### src/rtl/isa_rdy_pkg.sv
package isa_rdy_pkg;

    // strobe bit positions inside the packed command vector
    localparam int unsigned CMD_MEMR = 0;
    localparam int unsigned CMD_MEMW = 1;
    localparam int unsigned CMD_IOR  = 2;
    localparam int unsigned CMD_IOW  = 3;
    localparam int unsigned CMD_W    = 4;

    typedef enum logic [2:0] {
        ST_IDLE,
        ST_HOLD_LOW,
        ST_PULSE_HIGH,
        ST_RELEASE,
        ST_WAIT_END
    } rdy_state_e;

    // high-drive cycles so that drive plus one release cycle fit the window
    function automatic int calc_hi_cycles(input int period_ps, input int window_ps);
        int n;
        n = (window_ps / period_ps) - 1;
        if (n < 1) n = 1;
        return n;
    endfunction

endpackage

### src/rtl/isa_strobe_sync.sv
module isa_strobe_sync #(
    parameter int unsigned WIDTH  = 4,
    parameter int unsigned STAGES = 2
) (
    input  logic             clk,
    input  logic             rst_n,
    input  logic [WIDTH-1:0] raw_n_i,
    output logic [WIDTH-1:0] sync_n_o
);

    for (genvar b = 0; b < WIDTH; b++) begin : g_bit
        logic [STAGES-1:0] chain_q;
        always_ff @(posedge clk or negedge rst_n) begin
            if (!rst_n) chain_q <= '1;
            else        chain_q <= {chain_q[STAGES-2:0], raw_n_i[b]};
        end
        assign sync_n_o[b] = chain_q[STAGES-1];
    end

endmodule

### src/rtl/isa_cmd_edge.sv
module isa_cmd_edge
    import isa_rdy_pkg::*;
(
    input  logic              clk,
    input  logic              rst_n,
    input  logic [CMD_W-1:0]  sync_n_i,
    output logic              cmd_act_o,
    output logic              cmd_fall_o,
    output logic              is_read_o,
    output logic              mem_act_o
);

    logic act_prev_q;

    assign cmd_act_o  = ~(&sync_n_i);
    assign cmd_fall_o = cmd_act_o & ~act_prev_q;
    assign is_read_o  = ~sync_n_i[CMD_MEMR] | ~sync_n_i[CMD_IOR];
    assign mem_act_o  = ~sync_n_i[CMD_MEMR] | ~sync_n_i[CMD_MEMW];

    always_ff @(posedge clk or negedge rst_n) begin
        if (!rst_n) act_prev_q <= 1'b0;
        else        act_prev_q <= cmd_act_o;
    end

endmodule

### src/rtl/isa_rdy_fsm.sv
module isa_rdy_fsm
    import isa_rdy_pkg::*;
#(
    parameter int unsigned HI_CYC = 3
) (
    input  logic clk,
    input  logic rst_n,
    input  logic sleep_i,
    input  logic cmd_act_i,
    input  logic cmd_fall_i,
    input  logic is_read_i,
    input  logic ext_master_i,
    input  logic hit_i,
    input  logic data_rdy_i,
    input  logic wr_latched_i,
    output logic drive_o,
    output logic level_o
);

    localparam int unsigned CW = (HI_CYC > 1) ? $clog2(HI_CYC) : 1;
    localparam logic [CW-1:0] CNT_LOAD = CW'(HI_CYC - 1);

    rdy_state_e    state_q, state_d;
    logic [CW-1:0] cnt_q, cnt_d;
    logic          kind_rd_q, kind_rd_d;
    logic          done_ind;

    assign done_ind = kind_rd_q ? data_rdy_i : wr_latched_i;

    // next-state and datapath decisions
    always_comb begin
        state_d   = state_q;
        cnt_d     = cnt_q;
        kind_rd_d = kind_rd_q;
        if (sleep_i) begin
            state_d = ST_IDLE;
        end else begin
            unique case (state_q)
                ST_IDLE: begin
                    if (cmd_fall_i && ext_master_i && hit_i) begin
                        state_d   = ST_HOLD_LOW;
                        kind_rd_d = is_read_i;
                    end
                end
                ST_HOLD_LOW: begin
                    if (!cmd_act_i) begin
                        state_d = ST_IDLE;
                    end else if (done_ind) begin
                        state_d = ST_PULSE_HIGH;
                        cnt_d   = CNT_LOAD;
                    end
                end
                ST_PULSE_HIGH: begin
                    if (cnt_q == '0) state_d = ST_RELEASE;
                    else             cnt_d   = cnt_q - 1'b1;
                end
                ST_RELEASE: begin
                    state_d = cmd_act_i ? ST_WAIT_END : ST_IDLE;
                end
                ST_WAIT_END: begin
                    if (!cmd_act_i) state_d = ST_IDLE;
                end
                default: state_d = ST_IDLE;
            endcase
        end
    end

    // state register
    always_ff @(posedge clk or negedge rst_n) begin
        if (!rst_n) begin
            state_q   <= ST_IDLE;
            cnt_q     <= '0;
            kind_rd_q <= 1'b0;
        end else begin
            state_q   <= state_d;
            cnt_q     <= cnt_d;
            kind_rd_q <= kind_rd_d;
        end
    end

    // outputs
    always_comb begin
        drive_o = 1'b0;
        level_o = 1'b0;
        unique case (state_q)
            ST_HOLD_LOW:   drive_o = 1'b1;
            ST_PULSE_HIGH: begin
                drive_o = 1'b1;
                level_o = 1'b1;
            end
            ST_IDLE, ST_RELEASE, ST_WAIT_END: drive_o = 1'b0;
            default:       drive_o = 1'b0;
        endcase
        if (sleep_i) drive_o = 1'b0;
    end

endmodule

### src/rtl/isa_mcs16_drv.sv
module isa_mcs16_drv (
    input  logic clk,
    input  logic rst_n,
    input  logic sleep_i,
    input  logic ext_master_i,
    input  logic host_mem_i,
    input  logic mem_act_i,
    output logic oe_o,
    output logic val_o
);

    logic claim_q;

    always_ff @(posedge clk or negedge rst_n) begin
        if (!rst_n) claim_q <= 1'b0;
        else        claim_q <= ~sleep_i & ext_master_i & host_mem_i & mem_act_i;
    end

    assign oe_o  = claim_q & ~sleep_i;
    assign val_o = 1'b0;

endmodule

### src/rtl/isa_rdy_responder.sv
module isa_rdy_responder
    import isa_rdy_pkg::*;
#(
    parameter int CLK_PERIOD_PS = 15000,
    parameter int WINDOW_PS     = 70000
) (
    input  logic clk,
    input  logic rst_n,
    input  logic sleep_i,
    input  logic ext_master_i,
    input  logic memr_n_i,
    input  logic memw_n_i,
    input  logic ior_n_i,
    input  logic iow_n_i,
    input  logic hit_i,
    input  logic host_mem_i,
    input  logic data_rdy_i,
    input  logic wr_latched_i,
    output logic rdy_oe_o,
    output logic rdy_val_o,
    output logic mcs16_oe_o,
    output logic mcs16_val_o
);

    localparam int unsigned HI_CYC = calc_hi_cycles(CLK_PERIOD_PS, WINDOW_PS);

    logic [CMD_W-1:0] raw_n, sync_n;
    logic cmd_act, cmd_fall, is_read, mem_act;

    always_comb begin
        raw_n           = '1;
        raw_n[CMD_MEMR] = memr_n_i;
        raw_n[CMD_MEMW] = memw_n_i;
        raw_n[CMD_IOR]  = ior_n_i;
        raw_n[CMD_IOW]  = iow_n_i;
    end

    isa_strobe_sync #(.WIDTH(CMD_W), .STAGES(2)) u_sync (
        .clk      (clk),
        .rst_n    (rst_n),
        .raw_n_i  (raw_n),
        .sync_n_o (sync_n)
    );

    isa_cmd_edge u_edge (
        .clk        (clk),
        .rst_n      (rst_n),
        .sync_n_i   (sync_n),
        .cmd_act_o  (cmd_act),
        .cmd_fall_o (cmd_fall),
        .is_read_o  (is_read),
        .mem_act_o  (mem_act)
    );

    isa_rdy_fsm #(.HI_CYC(HI_CYC)) u_fsm (
        .clk          (clk),
        .rst_n        (rst_n),
        .sleep_i      (sleep_i),
        .cmd_act_i    (cmd_act),
        .cmd_fall_i   (cmd_fall),
        .is_read_i    (is_read),
        .ext_master_i (ext_master_i),
        .hit_i        (hit_i),
        .data_rdy_i   (data_rdy_i),
        .wr_latched_i (wr_latched_i),
        .drive_o      (rdy_oe_o),
        .level_o      (rdy_val_o)
    );

    isa_mcs16_drv u_mcs (
        .clk          (clk),
        .rst_n        (rst_n),
        .sleep_i      (sleep_i),
        .ext_master_i (ext_master_i),
        .host_mem_i   (host_mem_i),
        .mem_act_i    (mem_act),
        .oe_o         (mcs16_oe_o),
        .val_o        (mcs16_val_o)
    );

endmodule

### config.mk
export PLATFORM = sky130hd
export DESIGN_NAME = isa_rdy_responder
export DESIGN_NICKNAME = d
export VERILOG_FILES = /design/src/rtl/isa_rdy_pkg.sv /design/src/rtl/isa_strobe_sync.sv /design/src/rtl/isa_cmd_edge.sv /design/src/rtl/isa_rdy_fsm.sv /design/src/rtl/isa_mcs16_drv.sv /design/src/rtl/isa_rdy_responder.sv
export SDC_FILE = /design/constraint.sdc
export NUM_CORES = 1
export LEC_CHECK = 0
export ABC_AREA = 0
export BUFFER_PORTS_ARGS = -buffer_cell sky130_fd_sc_hd__clkbuf_2
export CORE_UTILIZATION = 54
export CTS_BUF_LIST = sky130_fd_sc_hd__clkbuf_4
export DETAILED_ROUTE_END_ITERATION = 7
export PLACE_DENSITY = 0.76
export REMOVE_ABC_BUFFERS = 1
export SKIP_LAST_GASP = 1
export SYNTH_ARGS = -nofsm -noshare
export SYNTH_HDL_FRONTEND = slang
export SYNTH_HIERARCHICAL = 1
export SYNTH_SLANG_ARGS = --single-unit
export TNS_END_PERCENT = 10
### constraint.sdc
create_clock -name clk -period 2.2 [get_ports clk]
set_clock_uncertainty 0.15 [all_clocks]
set_input_delay 0.33 -clock clk [delete_from_list [all_inputs] [get_ports clk]]
set_output_delay 0.33 -clock clk [all_outputs]
set_load 0.01 [all_outputs]
**Word level (Yosys, flattened, before mapping)**

Cells that the tools add are included.

- Multiplexer cells: 16
- Reductions and logical operators: 10
- $add $sub $neg: 1
- Bitwise gates (word level): 13
- Eq/ne operators: 11

Operators with widths:

| operator | count |
|---|---|
| two-way mux 3 bit | 7 |
| one-hot mux 3 bit (5 select lines) | 1 |
| AND reduction 4 bit | 2 |
| equality test 3 x 2 -> 1 bit (second input constant) | 2 |
| two-way mux 2 bit | 3 |
| != test 3 x 2 -> 1 bit (second input constant) | 2 |
| inverter 1 bit | 6 |
| AND 1 bit | 5 |
| AND reduction 5 bit | 1 |
| two-way mux 1 bit | 4 |
| != test 2 bit (second input constant) | 2 |
| != test 4 x 3 -> 1 bit (second input constant) | 1 |
| one-hot mux 2 bit (2 select lines) | 1 |
| equality test 3 x 1 -> 1 bit (second input constant) | 1 |
| equality test 3 bit (second input constant) | 1 |
| logical NOT 3 bit | 1 |
| != test 3 bit (second input constant) | 1 |
| AND reduction 3 bit | 1 |
| logical AND 1 bit | 2 |
| logical NOT 2 bit | 1 |
| != test 2 x 1 -> 1 bit (second input constant) | 1 |
| OR 1 bit | 2 |
| nonzero test 2 bit | 1 |
| OR reduction 2 bit | 1 |
| subtractor 2 x 1 -> 2 bit (second input constant) | 1 |

- Word-level logic and storage cells: 60
- Bits of input ports: 12
- Flip-flop bits (word level): 16

**Depth between registers and ports, before layout**

- Depth after elaboration: 8
- Gate-level depth with buffers: 6
- Gate-level depth less buffers: 5

**Modules after synthesis**

Netlist, hierarchy kept.

By module, submodules not included:

| module | cells an instance | area an instance (um^2) | times used |
|---|---|---|---|
| isa_rdy_fsm | 40 | 412.9 | 1 |
| isa_strobe_sync | 12 | 240.2 | 1 |
| isa_cmd_edge | 5 | 55.1 | 1 |
| isa_mcs16_drv | 5 | 55.1 | 1 |

**Least setup slack after synthesis**

No wires, ideal clock.

- Path type: register to register
- Start point: register u_sync.g_bit[1].chain_q[1]
- End point: register u_fsm.cnt_q[1]
- Required time: 1.925 ns
- Buffers on the path: 1
- Library setup time: 0.125 ns
- Arrival: 1.363 ns
- Stages on the path, launching flop included: 7
- Slack: 0.562 ns
- Path through: dfstp_2 > buf_4 > nand4_1 > inv_1 > o21a_1 > nand3b_4 > mux2_4

- Cells in the longest elaborated chain, start to end: 3

RTL lines:

| what | RTL line | text |
|---|---|---|
| start, declared | isa_strobe_sync.sv:12 | `logic [STAGES-1:0] chain_q;` |
| start signal, assigned | isa_strobe_sync.sv:15 | `else chain_q <= {chain_q[STAGES-2:0], raw_n_i[b]};` |
| AND reduction 4 bit | isa_cmd_edge.sv:15 | `assign cmd_act_o = ~(&sync_n_i);` |
| != test 2 bit (no source line) | n/a |  |
| AND reduction 5 bit (no source line) | n/a |  |
| end signal, assigned | isa_rdy_fsm.sv:76 | `cnt_q <= cnt_d;` |
| end, declared | isa_rdy_fsm.sv:24 | `logic [CW-1:0] cnt_q, cnt_d;` |

Every way passes these cells.
A chain may end at the register's enable or synchronous reset.

**Worst setup path after layout**

- Start point: register u_fsm.state_q[0]
- End point: output rdy_oe_o

- Cells in the longest elaborated chain, start to end: 4
- Elaborated cells on any way between the ends: 5

RTL lines:

| what | RTL line | text |
|---|---|---|
| start, declared | isa_rdy_fsm.sv:23 | `rdy_state_e state_q, state_d;` |
| start signal, assigned | isa_rdy_fsm.sv:75 | `state_q <= state_d;` |
| equality test 3 x 1 -> 1 bit or equality test 3 x 2 -> 1 bit (tied branches) | isa_rdy_fsm.sv:85 | `unique case (state_q)` |
| OR reduction 2 bit (no source line) (*) | n/a |  |
| two-way mux 1 bit (*) | isa_rdy_fsm.sv:85 |  |
| two-way mux 1 bit (*) | isa_rdy_fsm.sv:94 | `if (sleep_i) drive_o = 1'b0;` |
| end, declared | isa_rdy_responder.sv:19 | `output logic rdy_oe_o,` |

Every way passes the cells marked *; elsewhere a longest branch is shown, timed or not.

==> metrics <==
R2R cell count 5; Root Driver clkbuf_4; Starting Density roughly three fifths; number of routed nets with antenna violations 0; dpl ws between 500 and 600 ps; hold crit path type primary input to flip-flop; Core Area 0.00130 mm2; crit path capture rdy_oe_o; Synth Instances 62; Overall Global Routing Usage about a fifth; r2r setup slk 520 ps; Ports 16; Crit path required time 1720 ps; DRT Pass-1 Iters 4; worst setup path start u_fsm/state_q[0]$_DFFE_PN0P_; vias in the first global route about 470; Seq/Total Area, Yosys 53.8%; Final Routed Wirelength roughly 1.2 mm; Reg2Reg Launch Point u_sync/g_bit[2].chain_q[1]$_DFF_PN1_; max_cap viols 0; Yosys cell types 31; crit-path cells xnor2_1, nor3_4, clkbuf_2; Leak 0.402 nW; Synth Area in Adders between 1.5 and 2%; DR vias approximately 500; Post-Syn Area 763 um2; Slowest cell on crit path dfrtp_1; clock buffer depth 2; Synth Area in Simple Gates between 20% and 30%; first-pass GRT wire length roughly 1.9 mm; max-slew violation count 0; setup TNS 0 ps; Async SR Flop Fraction 100%; Tot Pwr 747 uW; dpl cells between 80 and 90; largest family of logic cells by synthesized area simple AND/OR/NAND/NOR gates; Seq pwr share between 50% and 60%; total gr overflow 0; unrepaired setup endpoints after global routing no; largest net degree at the start of global routing 17; leading register cell type out of synthesis dfstp_2; Max VDD drop between 0.0004 and 0.0005 V; final worst-path setup slack between 300 and 400 ps; Final min period approximately 1800 ps; GPL Wtd Cong ~0.73; Layout area overhead 14.3%; Post-synth EDFFs 0; num rows 13; clock share of power about a fifth; Hold WS approximately 180 ps; net switching power between 200 and 250 uW; initial antenna violation count 0; Setup Viol. Count Final 0; share of cells above drive strength 1 between 40% and 50%; initial DRC count 11; fin cells between 90 and 100; Synth Register Bits 16; startpoint types flip-flop; YS warnings 6; worst reg2reg path endpoint u_fsm/cnt_q[1]$_DFFE_PN0P_; Vias/cell between 5 and 6; WP depth 3; Die Width 39.6 um; Max Freq 0.551 GHz; status completed; CTS HTree Levels 1; dpl hpwl between 800 and 900 um; die height 39.6 um; Fin. Hold Viols 0; Avg Cell Area, Syn ~12 um2; final worst path period share 82.5%; number of diodes 0; Setup CP Type flip-flop to primary output; Worst-path clk slew 90 ps; number of remaining DRC errors 0; full die area 0.00157 mm2; Worst EP arrival 1330 ps; switch share 31.3%; Internal Power 513 uW; clock latency on the worst-skew pair ~280 ps; Synth Area in Compound Gates ~6.6%; clock sinks 16; CP Buf/Inv Count 1; post-synthesis mux area share about 6.1%; CP peak stage delay between 400 and 500 ps; CTS Buf Count 3; Top delay family on crit path flip-flops; XOR/XNOR share of the synthesized area 1.15%; crit-path max FO 8; Pwr Density approximately 860 mW/mm2; Port Buffer Count 14; CTS tree built; Worst Setup End Kind primary output; Comb pwr share 28.7%; routed length per placed instance between 10 and 15 um; nets around 90
## cell families (layout without fill, tap and decap cells)
logic type / count (synthesis) / after routing
AND/OR/NAND/NOR: 22 / 22
buffers and inverters: 11 / 27
AO/OA/AOI/OAI: 6 / 6
XOR/XNOR: 1 / 1
flip-flops: 16 / 16
multiplexers: 4 / 4
adder cells (fa/ha/maj): 1 / 1
other: 1 / 1
## final cells by class
cell class	count	area [um2]
Tap cell	15	18.8
Sequential cell	16	410
Timing Repair Buffer	19	120
Clock inverter	1	3.75
Multi-Input combinational cell	35	282
Fill cell	104	429
Clock buffer	3	22.5
Inverter	4	15.0
## how the worst min path moves through the flow
stage	startpoint	slack (ps)	cells after the start	end
final	sleep_i	180	2	u_fsm/state_q[2]$_DFFE_PN0P_
after CTS	sleep_i	170	2	u_fsm/state_q[2]$_DFFE_PN0P_
after floorplan	rst_n	-120	0	u_edge/act_prev_q$_DFF_PN0_
after global routing	ext_master_i	160	2	u_mcs/claim_q$_DFF_PN0_
after global placement	rst_n	120	1	u_fsm/state_q[0]$_DFFE_PN0P_
after detailed placement	rst_n	110	1	u_fsm/state_q[0]$_DFFE_PN0P_
## cells in the mapped netlist, types with 2 or more instances
| cell type | instances | area (um2) |
|---|---|---|
| nor3_1 | 2 | 10.0 |
| nand2_1 | 5 | 18.8 |
| nor2_1 | 3 | 11.3 |
| inv_1 | 4 | 15.0 |
| mux2i_1 | 2 | 20.0 |
| dfstp_2 | 8 | 210 |
| buf_4 | 6 | 45.0 |
| nor3b_2 | 2 | 25.0 |
| dfrtp_1 | 8 | 200 |
## placed cells by master, fill, tap and decap left out, types with 2 or more instances in the layout
cell type	netlist	final
nor3_1	2	2
clkbuf_4	0	3
inv_1	4	4
nand2_1	5	5
dlygate4sd3_1	0	5
nor2_1	3	3
dfstp_2	8	8
mux2i_1	2	2
nor3b_2	2	2
clkbuf_2	0	14
dfrtp_1	8	8
## flip-flops by register name (all words and copies together) (netlist names)
signal                cells
u_sync/g_bit.chain_q      8
u_fsm/state_q             3
u_fsm/cnt_q               2
u_edge/act_prev_q         1
u_fsm/kind_rd_q           1
u_mcs/claim_q             1
## timing repair
item / in CTS / in global routing
hold buffers: 5 / 0
setup buffers: 0 / 0
endpoints found under the hold margin: 12 / 0
gates resized for setup: 0 / 0
setup endpoints to repair: 0 / 0
## power by group through the flow
stage | registers, mW | clock network [mW] | logic, mW
after CTS | 0.379 | 0.158 | 0.217
final | 0.378 | 0.154 | 0.214
after detailed placement | 0.384 | 0 | 0.210
after global placement | 0.382 | 0 | 0.204
after global routing | 0.384 | 0.172 | 0.240
after floorplan | 0.374 | 0 | 0.159
## metal layers
metal | vias up | routed length [um] | track usage [%] | share of wire [%]
met1 | 237 | 528 | 20.9 | 44
li1 | 238 | - | - | -
met5 | - | 0 | 0 | 0
met3 | 4 | 63 | 8.52 | 5.3
met4 | 0 | 21 | 10.3 | 1.8
met2 | 17 | 581 | 34.0 | 49
## through the flow
step	instance area [um2]	utilization, %
after detailed placement	796	61.2
after CTS	872	67.0
final	872	67.0
after floorplan	707	-
after global routing	872	67.0
after global placement	796	61.2
Power figures use the tool's default switching activity.
